`src/rtl/rtc_cal_pkg.sv`:
```
// Package: shared constants and BCD helpers for the calendar counter chain.
// Assumes packed BCD bytes: upper nibble tens, lower nibble units.
package rtc_cal_pkg;

    localparam int BYTE_W     = 8;
    localparam int ADDR_W     = 4;
    localparam int NUM_FIELDS = 8;

    // Register indices the software side decodes.
    localparam logic [ADDR_W-1:0] ADR_SUBSEC = 4'd0;
    localparam logic [ADDR_W-1:0] ADR_FIRST  = 4'd1;
    localparam logic [ADDR_W-1:0] ADR_LAST   = 4'd8;
    localparam logic [ADDR_W-1:0] ADR_CTL1   = 4'd14;
    localparam logic [ADDR_W-1:0] ADR_CTL2   = 4'd15;

    // Control bit positions.
    localparam int CF_BIT    = 7;
    localparam int CIE_BIT   = 4;
    localparam int START_BIT = 0;
    localparam int PRST_BIT  = 1;
    localparam int CLKEN_BIT = 3;

    // Field slots in chain order.
    localparam int F_SEC  = 0;
    localparam int F_MIN  = 1;
    localparam int F_HOUR = 2;
    localparam int F_WDAY = 3;
    localparam int F_DAY  = 4;
    localparam int F_MON  = 5;
    localparam int F_YLO  = 6;
    localparam int F_CENT = 7;

    // Next packed-BCD value of a byte.
    function automatic logic [BYTE_W-1:0] bcd_inc(input logic [BYTE_W-1:0] v);
        if (v[3:0] >= 4'd9)
            return {v[7:4] + 4'd1, 4'd0};
        else
            return {v[7:4], v[3:0] + 4'd1};
    endfunction

    // Binary value of a valid two-digit BCD byte.
    function automatic logic [6:0] bcd_to_bin(input logic [BYTE_W-1:0] v);
        return 7'(v[7:4]) * 7'd10 + 7'(v[3:0]);
    endfunction

    // Lowest value a field rolls back to.
    function automatic logic [BYTE_W-1:0] field_min(input int slot);
        return (slot == F_DAY || slot == F_MON) ? 8'h01 : 8'h00;
    endfunction

    // Value a field takes at reset.
    function automatic logic [BYTE_W-1:0] field_rst(input int slot,
                                                    input logic [BYTE_W-1:0] cent);
        if (slot == F_CENT)
            return cent;
        return field_min(slot);
    endfunction

endpackage

```
`src/rtl/rtc_prescaler.sv`:
```
// Sub-second prescaler: counts run-qualified ticks and flags the wrap.
// Assumes tick is a one-cycle strobe; hold_clr has priority over counting.
module rtc_prescaler #(
    parameter int CNT_W = 7
) (
    input  logic             clk,
    input  logic             rst_n,
    input  logic             tick,
    input  logic             run,
    input  logic             hold_clr,
    output logic [CNT_W-1:0] cnt,
    output logic             wrap
);

    // The tick that finds the counter full produces the one-second step.
    assign wrap = tick && run && !hold_clr && (cnt == {CNT_W{1'b1}});

    // Count ticks while running, hold at zero while cleared.
    always_ff @(posedge clk) begin
        if (!rst_n)
            cnt <= '0;
        else if (hold_clr)
            cnt <= '0;
        else if (tick && run)
            cnt <= cnt + 1'b1;
    end

endmodule

```
`src/rtl/rtc_bcd_field.sv`:
```
// One packed-BCD calendar field with bus load and rollover.
// Assumes max_val is valid BCD; any value at or above it rolls to MIN_VAL,
// so an out-of-range software write recovers on the next increment.
module rtc_bcd_field
    import rtc_cal_pkg::*;
#(
    parameter logic [BYTE_W-1:0] MIN_VAL = 8'h00,
    parameter logic [BYTE_W-1:0] RST_VAL = 8'h00
) (
    input  logic              clk,
    input  logic              rst_n,
    input  logic              inc,
    input  logic [BYTE_W-1:0] max_val,
    input  logic              ld,
    input  logic [BYTE_W-1:0] ld_val,
    output logic [BYTE_W-1:0] value
);

    // Load beats increment; increment rolls at the top of the range.
    always_ff @(posedge clk) begin
        if (!rst_n)
            value <= RST_VAL;
        else if (ld)
            value <= ld_val;
        else if (inc)
            value <= (value >= max_val) ? MIN_VAL : bcd_inc(value);
    end

endmodule

```
`src/rtl/rtc_month_len.sv`:
```
// Last day of the current month in BCD, with the Gregorian leap rule
// applied to the four-digit year formed by century and year-in-century.
module rtc_month_len
    import rtc_cal_pkg::*;
(
    input  logic [BYTE_W-1:0] month,
    input  logic [BYTE_W-1:0] year_lo,
    input  logic [BYTE_W-1:0] century,
    output logic [BYTE_W-1:0] last_day
);

    logic [6:0] yl_bin;
    logic [6:0] cy_bin;
    logic       leap;

    assign yl_bin = bcd_to_bin(year_lo);
    assign cy_bin = bcd_to_bin(century);

    // Year 00 of a century is leap only when the century divides by 4.
    assign leap = (yl_bin == 7'd0) ? (cy_bin[1:0] == 2'b00) : (yl_bin[1:0] == 2'b00);

    // Month table.
    always_comb begin
        case (month)
            8'h02:                      last_day = leap ? 8'h29 : 8'h28;
            8'h04, 8'h06, 8'h09, 8'h11: last_day = 8'h30;
            default:                    last_day = 8'h31;
        endcase
    end

endmodule

```
`src/rtl/rtc_calendar_core.sv`:
```
// Calendar counter chain top: prescaler, eight BCD fields, control
// registers and the byte register port.
// Assumes one synchronous clock; tick_128 is already in this domain.
module rtc_calendar_core
    import rtc_cal_pkg::*;
#(
    parameter int                SUBSEC_W      = 7,
    parameter logic [BYTE_W-1:0] RESET_CENTURY = 8'h20
) (
    input  logic              clk,
    input  logic              rst_n,
    input  logic              tick_128,
    input  logic [ADDR_W-1:0] bus_addr,
    input  logic              bus_wr,
    input  logic [BYTE_W-1:0] bus_wdata,
    output logic [BYTE_W-1:0] bus_rdata,
    output logic              sec_pulse,
    output logic              carry_irq
);

    localparam int PAD_W = BYTE_W - SUBSEC_W;

    logic                carry_flag;
    logic                carry_ie;
    logic                start_bit;
    logic                clken_bit;
    logic                presc_rst;
    logic                run;
    logic [SUBSEC_W-1:0] subsec_cnt;
    logic                sec_adv;
    logic [BYTE_W-1:0]   day_last;
    logic                wr_ctl1;
    logic                wr_ctl2;
    logic [2:0]          fld_sel;

    logic [BYTE_W-1:0]     fld_val [NUM_FIELDS];
    logic [BYTE_W-1:0]     fld_max [NUM_FIELDS];
    logic [NUM_FIELDS-1:0] fld_inc;
    logic [NUM_FIELDS-1:0] fld_ld;

    assign run     = start_bit && clken_bit;
    assign wr_ctl1 = bus_wr && (bus_addr == ADR_CTL1);
    assign wr_ctl2 = bus_wr && (bus_addr == ADR_CTL2);

    rtc_prescaler #(.CNT_W(SUBSEC_W)) u_presc (
        .clk      (clk),
        .rst_n    (rst_n),
        .tick     (tick_128),
        .run      (run),
        .hold_clr (presc_rst),
        .cnt      (subsec_cnt),
        .wrap     (sec_adv)
    );

    rtc_month_len u_mlen (
        .month    (fld_val[F_MON]),
        .year_lo  (fld_val[F_YLO]),
        .century  (fld_val[F_CENT]),
        .last_day (day_last)
    );

    // Upper bound of each field.
    always_comb begin
        fld_max[F_SEC]  = 8'h59;
        fld_max[F_MIN]  = 8'h59;
        fld_max[F_HOUR] = 8'h23;
        fld_max[F_WDAY] = 8'h06;
        fld_max[F_DAY]  = day_last;
        fld_max[F_MON]  = 8'h12;
        fld_max[F_YLO]  = 8'h99;
        fld_max[F_CENT] = 8'h99;
    end

    // Carry chain: a field steps when its predecessor steps from its top value.
    always_comb begin
        fld_inc[F_SEC]  = sec_adv;
        fld_inc[F_MIN]  = fld_inc[F_SEC]  && (fld_val[F_SEC]  >= fld_max[F_SEC]);
        fld_inc[F_HOUR] = fld_inc[F_MIN]  && (fld_val[F_MIN]  >= fld_max[F_MIN]);
        fld_inc[F_WDAY] = fld_inc[F_HOUR] && (fld_val[F_HOUR] >= fld_max[F_HOUR]);
        fld_inc[F_DAY]  = fld_inc[F_WDAY];
        fld_inc[F_MON]  = fld_inc[F_DAY]  && (fld_val[F_DAY]  >= fld_max[F_DAY]);
        fld_inc[F_YLO]  = fld_inc[F_MON]  && (fld_val[F_MON]  >= fld_max[F_MON]);
        fld_inc[F_CENT] = fld_inc[F_YLO]  && (fld_val[F_YLO]  >= fld_max[F_YLO]);
    end

    generate
        for (genvar g = 0; g < NUM_FIELDS; g++) begin : g_fld
            assign fld_ld[g] = bus_wr && (bus_addr == ADDR_W'(g + 1));

            rtc_bcd_field #(
                .MIN_VAL (field_min(g)),
                .RST_VAL (field_rst(g, RESET_CENTURY))
            ) u_field (
                .clk     (clk),
                .rst_n   (rst_n),
                .inc     (fld_inc[g]),
                .max_val (fld_max[g]),
                .ld      (fld_ld[g]),
                .ld_val  (bus_wdata),
                .value   (fld_val[g])
            );
        end
    endgenerate

    // Carry flag: set on every second step, set wins over a clearing write.
    always_ff @(posedge clk) begin
        if (!rst_n)
            carry_flag <= 1'b0;
        else if (sec_adv)
            carry_flag <= 1'b1;
        else if (wr_ctl1 && !bus_wdata[CF_BIT])
            carry_flag <= 1'b0;
    end

    // Carry interrupt enable.
    always_ff @(posedge clk) begin
        if (!rst_n)
            carry_ie <= 1'b0;
        else if (wr_ctl1)
            carry_ie <= bus_wdata[CIE_BIT];
    end

    // Run controls and prescaler hold.
    always_ff @(posedge clk) begin
        if (!rst_n) begin
            start_bit <= 1'b0;
            clken_bit <= 1'b0;
            presc_rst <= 1'b0;
        end else if (wr_ctl2) begin
            start_bit <= bus_wdata[START_BIT];
            clken_bit <= bus_wdata[CLKEN_BIT];
            presc_rst <= bus_wdata[PRST_BIT];
        end
    end

    assign fld_sel = 3'(bus_addr - ADR_FIRST);

    // Read multiplexer.
    always_comb begin
        bus_rdata = '0;
        if (bus_addr == ADR_SUBSEC) begin
            bus_rdata = {{PAD_W{1'b0}}, subsec_cnt};
        end else if (bus_addr >= ADR_FIRST && bus_addr <= ADR_LAST) begin
            bus_rdata = fld_val[fld_sel];
        end else if (bus_addr == ADR_CTL1) begin
            bus_rdata[CF_BIT]  = carry_flag;
            bus_rdata[CIE_BIT] = carry_ie;
        end else if (bus_addr == ADR_CTL2) begin
            bus_rdata[START_BIT] = start_bit;
            bus_rdata[PRST_BIT]  = presc_rst;
            bus_rdata[CLKEN_BIT] = clken_bit;
        end
    end

    assign sec_pulse = sec_adv;
    assign carry_irq = carry_flag && carry_ie;

endmodule

```
`config.mk`:
```
export PLATFORM = sky130hd
export DESIGN_NAME = rtc_calendar_core
export DESIGN_NICKNAME = d
export VERILOG_FILES = /design/src/rtl/rtc_cal_pkg.sv /design/src/rtl/rtc_prescaler.sv /design/src/rtl/rtc_bcd_field.sv /design/src/rtl/rtc_month_len.sv /design/src/rtl/rtc_calendar_core.sv
export SDC_FILE = /design/constraint.sdc
export NUM_CORES = 1
export LEC_CHECK = 0
export ABC_AREA = 1
export BUFFER_PORTS_ARGS = -buffer_cell sky130_fd_sc_hd__buf_2
export CORE_MARGIN = 5
export CORE_UTILIZATION = 59
export CTS_CLUSTER_SIZE = 25
export DETAILED_ROUTE_END_ITERATION = 10
export PLACE_DENSITY = 0.76
export SLEW_MARGIN = 0
export SYNTH_ARGS = -nofsm -noshare
export SYNTH_HDL_FRONTEND = slang
export SYNTH_HIERARCHICAL = 1
export SYNTH_SLANG_ARGS = --single-unit
```
`constraint.sdc`:
```
create_clock -name clk -period 3.6 [get_ports clk]
set_input_delay 0.36 -clock clk [delete_from_list [all_inputs] [get_ports clk]]
set_output_delay 0.36 -clock clk [all_outputs]
set_load 0.005 [all_outputs]
```
# --- Yosys cells after proc, flatten, opt, wreduce, memory -nomap -nowiden ---
# Index checks and enable logic that the tools add are counted.
totals:
  input_bits: 16
  out_inout_bits: 10
  elab_cells: 189
  reg_bits: 76
classes:
  bitwise_logic: 2
  add_sub_neg: 20
  n_lt_le_gt_ge: 19
  n_eq_ne: 16
  n_reduce_logical: 56
  multipliers: 2
  muxes: 52
op_table:
  columns: ["operator", "count"]
  rows:
  - ["two-way mux 8 bit", 35]
  - ["adder 4 x 1 -> 4 bit (second input constant)", 16]
  - ["greater-or-equal comparator 4 bit (second input constant)", 9]
  - ["binary-select mux 8 bit (select 3 bit)", 1]
  - ["nonzero test 3 bit", 8]
  - ["logical AND 1 bit", 23]
  - ["nonzero test 2 bit", 9]
  - ["== test 4 x 3 -> 1 bit (second input constant)", 4]
  - ["== test 8 x 3 -> 1 bit (second input constant)", 2]
  - ["greater-or-equal comparator 8 x 7 -> 1 bit (second input constant)", 2]
  - ["greater-or-equal comparator 8 bit (second input constant)", 2]
  - ["one-hot mux 8 bit (2 select lines)", 1]
  - ["AND reduction 2 bit", 8]
  - ["== test 4 bit (second input constant)", 3]
  - ["two-way mux 1 bit", 10]
  - ["two-way mux 2 bit", 5]
  - ["== test 4 x 2 -> 1 bit (second input constant)", 2]
  - ["== test 8 x 2 -> 1 bit (second input constant)", 1]
  - ["== test 8 x 4 -> 1 bit (second input constant)", 1]
  - ["== test 8 x 5 -> 1 bit (second input constant)", 1]
  - ["greater-or-equal comparator 8 x 3 -> 1 bit (second input constant)", 1]
  - ["greater-or-equal comparator 8 x 5 -> 1 bit (second input constant)", 1]
  - ["greater-or-equal comparator 8 x 6 -> 1 bit (second input constant)", 1]
  - ["greater-or-equal comparator 8 bit", 1]
  - ["other kinds (18)", 20]

# --- Longest topological paths before layout ---
logic_depth:
  ltp_word: 12
  mapped_depth: 26
  depth_no_buf: 26

# --- Hierarchy ---
# The synthesis kept the hierarchy.
modules_own_cells:
  columns: ["mod", "n_inst", "cells_each", "area_each_um2", "seq_area_each_um2"]
  rows:
  - ["rtc_bcd_field (g_fld[0].u_field ...)", 5, 128, 838.3, 160.2]
  - ["rtc_bcd_field (g_fld[4].u_field ...)", 2, 131, 867.1, 160.2]
  - ["rtc_calendar_core", 1, 278, 1460.2, 100.1]
  - ["rtc_bcd_field (g_fld[7].u_field)", 1, 127, 820.8, 160.2]
  - ["rtc_month_len", 1, 70, 426.7, 0.0]
  - ["rtc_prescaler", 1, 51, 346.6, 140.1]

# --- Worst setup path after synthesis ---
# OpenSTA, ideal clock, no wires.
synth_path:
  path_type: "register to register"
  startpoint: "register g_fld[6].u_field.value[5]"
  endpoint: "register g_fld[7].u_field.value[2]"
  path_buffers: 0
  path_stages_with_launch: 22
  period_less_slack_ps: 3179
  required_time_ps: 3480
  setup_ps: 120
  arrival_ps: 3058
  setup_slack_ps: 421
  path_cell_list: "dfxtp_1 > ha_1 > ha_1 > inv_1 > fa_1 > nor2_1 > nand3_1 > nand3_1 > nand3_2 > nand2_1 > nand2_1 > ha_1 > nand4_1 > nand3_1 > nand4_1 > nor2_1 > nor2_1 > inv_2 > o21ai_0 > a21oi_1 > nand4_1 > a21oi_1"
synth_via:
  elab_chain_cells: 11
  elab_cells_between_ends: 12
  classes_between: "add/sub (1); mul (1); order compare (2); mux (3); reduce/logical (5)"
synth_lines:
  columns: ["item", "line", "text"]
  rows:
  - ["start: declaration", "rtc_bcd_field.sv:16", "output logic [BYTE_W-1:0] value"]
  - ["start signal: assignment", "rtc_bcd_field.sv:24", "value <= ld_val;"]
  - ["start signal: assignment", "rtc_bcd_field.sv:26", "value <= (value >= max_val) ? MIN_VAL : bcd_inc(value);"]
  - ["multiplier 4 x 3 -> 6 bit", "rtc_cal_pkg.sv:43", "return 7'(v[7:4]) * 7'd10 + 7'(v[3:0]);"]
  - ["adder 7 x 4 -> 7 bit", "rtc_cal_pkg.sv:43", null]
  - ["zero test 7 bit", "rtc_month_len.sv:20", "assign leap = (yl_bin == 7'd0) ? (cy_bin[1:0] == 2'b00) : (yl_bin[1:0] == 2'b00);"]
  - ["two-way mux 1 bit", "rtc_month_len.sv:20", null]
  - ["two-way mux 1 bit", "rtc_month_len.sv:25", "8'h02: last_day = leap ? 8'h29 : 8'h28;"]
  - ["one-hot mux 8 bit (2 select lines)", "rtc_month_len.sv:24", "case (month)"]
  - ["via day_last[0]", "rtc_calendar_core.sv:31", "logic [BYTE_W-1:0] day_last;"]
  - ["greater-or-equal comparator 8 bit", "rtc_calendar_core.sv:81", "fld_inc[F_MON] = fld_inc[F_DAY] && (fld_val[F_DAY] >= fld_max[F_DAY]);"]
  - ["logical AND 1 bit", "rtc_calendar_core.sv:81", null]
  - ["logical AND 1 bit", "rtc_calendar_core.sv:82", "fld_inc[F_YLO] = fld_inc[F_MON] && (fld_val[F_MON] >= fld_max[F_MON]);"]
  - ["logical AND 1 bit", "rtc_calendar_core.sv:83", "fld_inc[F_CENT] = fld_inc[F_YLO] && (fld_val[F_YLO] >= fld_max[F_YLO]);"]
  - ["via fld_inc[7]", "rtc_calendar_core.sv:38", "logic [NUM_FIELDS-1:0] fld_inc;"]
  - ["nonzero test 2 bit (no line)", null, null]
  - ["end signal: assignment", "rtc_bcd_field.sv:24", null]
  - ["end signal: assignment", "rtc_bcd_field.sv:26", null]
  - ["end: declaration", "rtc_bcd_field.sv:16", null]
# The timed path passes the listed nets, and every way through them passes these cells.
# A chain may end at the register's enable or synchronous reset.

# --- Worst setup path after layout ---
# Ends and elaborated chain as after synthesis.

==> reports/metrics.yaml <==
clock_latency_ns: 0.34
reg2reg_depth: 26
ant_nets: 0
vdd_ir_drop_max_uv: 213
power.density_nw_per_um2: 217
crit_start: "g_fld[6].u_field/value[5]$_SDFFE_PN0P_"
path_clk_slew_ns: 0.06
layout_common_cells: "336 x nand2_1, 235 x inv_1, 198 x nor2_1, 112 x ha_1, 84 x a21oi_1"
gp_congestion: 0.950
diodes: 0
instances_no_fill: 1712
clk_path_buf_depth: 2
p_sw_uw: 638
gr-total-overflow: 0
pwr-share-comb_pct: 18.3
ys_ff_latch: 76
grt_max_degree: 35
start_kind: "register"
grt_pass1_vias: 8124
cp-end-kind: "register"
avgRoutedWirePerCell_um: 13.5
critPathRequiredTime_ns: 3.88
fmax_ghz: 0.296
reg2reg_slack_ns: 0.22
die_h_um: 133
htree_num_levels: 3
port_buffers: 25
critPathMaxFanout: 3
period_needed_ns: 3.38
synth_warnings: 6
vias_per_cell: 5.27
finalCritPeriodShare_pct: 93.8
core_um2: 15100
fillerInstances: 1445
rows: 45
drc: 0
syn_area_per_cell_um2: 6.29
wl_um: 23100
cts.sinks: 76
syn_area_um2: 8980
status: "completed"
hold_class: "in -> reg"
cts_buffers: 9
ys_seq_area_share_pct: 16.9
io_pins: 26
synthToLayoutAreaGrowth_pct: 10.3
slew_violations: 0
critPathCapture: "g_fld[7].u_field/value[2]$_SDFFE_PN0P_"
netlist_instances: 1428
p_leak_nw: 5.38
finalHoldViolCount: 0
drive_above_1_share_pct: 10.8
setup_violations: 0
cap_violations: 0
antenna_found_initial: 0
cts_tree: "built"
mostFrequentLayoutCell: "nand2_1"
power_frac_clock_pct: 41.2
worst_pin_slew_ns: 0.652
placedCellCount: 1694
reg2reg_to: "g_fld[7].u_field/value[2]$_SDFFE_PN0P_"
nNetsFinal: 1652
num_vias: 9029
fp.dieW_um: 133
hpwl_um: 17400
synth_cell_types: 47
rsz0062_at_grt: "yes"
path_class: "reg -> reg"
swShare_pct: 29.8
fin_util_pct: 65.6
fin_skew_ns: 0.00822
min_path_cells: 3
cts_root_buf: "clkbuf_16"
grt.total_usage_pct: 25.9
crit_arrival_ns: 3.66
grt_pass1_wl_um: 38200
start_util_pct: 59.5
die-area_um2: 17800
finalPower_mw: 2.14
p_int_mw: 1.51
slew_headroom_pct: 56.5
initialDrtViolationCount: 718
reg2reg_from: "g_fld[6].u_field/value[5]$_SDFFE_PN0P_"
dr.pass1.iters: 7
power_frac_seq_pct: 40.5
-- routing by layer --
| metal | track usage (%) | up-vias | part of all wire (%) |
|---|---|---|---|
| met5 | 0 | - | 0 |
| met4 | 7.77 | 0 | 2.2 |
| met3 | 3.13 | 38 | 6.6 |
| met2 | 45.6 | 278 | 48 |
| met1 | 33.3 | 4010 | 43 |
| li1 | - | 4703 | - |
-- kinds of logic (layout without fill, tap and decap cells) --
| family | after synthesis | in the layout | share of synthesized area [%] |
|---|---|---|---|
| buffers and inverters | 277 | 316 | 12.3 |
| AND/OR/NAND/NOR | 726 | 726 | 37.7 |
| other | 4 | 61 | 0.167 |
| XOR/XNOR | 17 | 17 | 1.66 |
| adder cells (fa/ha/maj) | 117 | 117 | 16.5 |
| flip-flops | 76 | 76 | 16.9 |
| AO/OA/AOI/OAI | 211 | 211 | 14.8 |
-- cells in the mapped netlist (all sizes together) --
cell / n / area (um2)
or2: 3 / 18.8
o211ai: 9 / 67.6
buf: 17 / 131
fa: 2 / 40.0
a21oi: 94 / 568
o31ai: 1 / 7.51
inv: 255 / 957
nand2: 356 / 1420
a32oi: 1 / 16.3
o311ai: 1 / 8.76
ha: 115 / 1440
dfxtp: 76 / 1520
clkbuf: 5 / 18.8
o21ai: 54 / 270
conb: 4 / 15.0
a21o: 9 / 67.6
a22oi: 31 / 233
o21a: 2 / 15.0
nand3: 79 / 410
nand3b: 8 / 85.1
nor2: 229 / 1000
a31oi: 3 / 18.8
a221oi: 2 / 17.5
o221ai: 4 / 35.0
xor2: 8 / 70.1
xnor2: 9 / 78.8
nand4: 42 / 374
nor3: 6 / 35.0
nor3b: 3 / 33.8
-- cell type report --
class	instances	area (um2)	share of cell area [%]
Timing Repair Buffer	45	275	2.78
Multi-Input combinational cell	1132	6630	66.9
Tap cell	188	235	2.38
Clock inverter	1	5.00	0.0505
Clock buffer	15	278	2.81
Inverter	255	957	9.67
Sequential cell	76	1520	15.4
-- power by group through the flow --
stage	Combinational, mW	Clock, mW	Sequential [mW]
finish	0.393	0.882	0.869
global route	0.447	0.930	0.870
CTS	0.384	0.895	0.868
detailed placement	0.382	0	0.887
global placement	0.375	0	0.887
floorplan	0.270	0	0.881
-- stage by stage --
stage                     TNS (ns)  setup slack, ns  hold WS, ns  cell area, um2
after floorplan                  0            0.421        0.444            9190
after global placement           0            0.287        0.502            9540
after global routing      -0.00864         -0.00864        0.392            9900
final                            0            0.221        0.340            9900
after CTS                        0            0.179        0.324            9820
after detailed placement         0            0.247        0.514            9540
-- state kept, by name, summed over array words and instances, names as in the netlist --
signal and flops:
g_fld.u_field/value 64, u_presc/cnt 7, carry_flag 1, carry_ie 1
clken_bit 1, presc_rst 1, start_bit 1
-- critical path, stage by stage, from the launching register on --
cell and delay [ns]:
dfxtp_2 0.34, ha_4 0.26, ha_4 0.12, inv_2 0.03, fa_1 0.52, nor3b_2 0.17, nand2_1 0.07, nand2_1 0.07
nand3_2 0.09, nand2_2 0.08, nand2_2 0.05, ha_2 0.17, inv_1 0.04, nand2_1 0.04, nand2_1 0.06, nand2_1 0.05
nand2_1 0.05, nand2_1 0.06, nand3_2 0.07, nand4_1 0.15, nor2_2 0.20, nor2_4 0.06, inv_2 0.06, o21ai_1 0.06
a21oi_1 0.14, nand4_1 0.12, a21oi_1 0.16
-- repair_timing --
action / 4_1_cts / 5_1_grt
buffers inserted: 0 / 2
endpoints found under the setup margin: 0 / 11
hold endpoints to repair: 0 / 0
resized for setup: 0 / 21
hold buffers: 0 / 0
-- worst min path at each step --
stage,startpoint,to,slack (ns)
finish,tick_128,u_presc/cnt[1]$_SDFFE_PP0P_,0.34
floorplan,rst_n,g_fld[7].u_field/value[5]$_SDFFE_PN1P_,0.44
detailed placement,u_presc/cnt[6]$_SDFFE_PP0P_,u_presc/cnt[6]$_SDFFE_PP0P_,0.51
CTS,tick_128,u_presc/cnt[1]$_SDFFE_PP0P_,0.32
global placement,u_presc/cnt[6]$_SDFFE_PP0P_,u_presc/cnt[6]$_SDFFE_PP0P_,0.50
global route,tick_128,u_presc/cnt[0]$_SDFFE_PP0P_,0.39
Power figures use the tool's default switching activity.
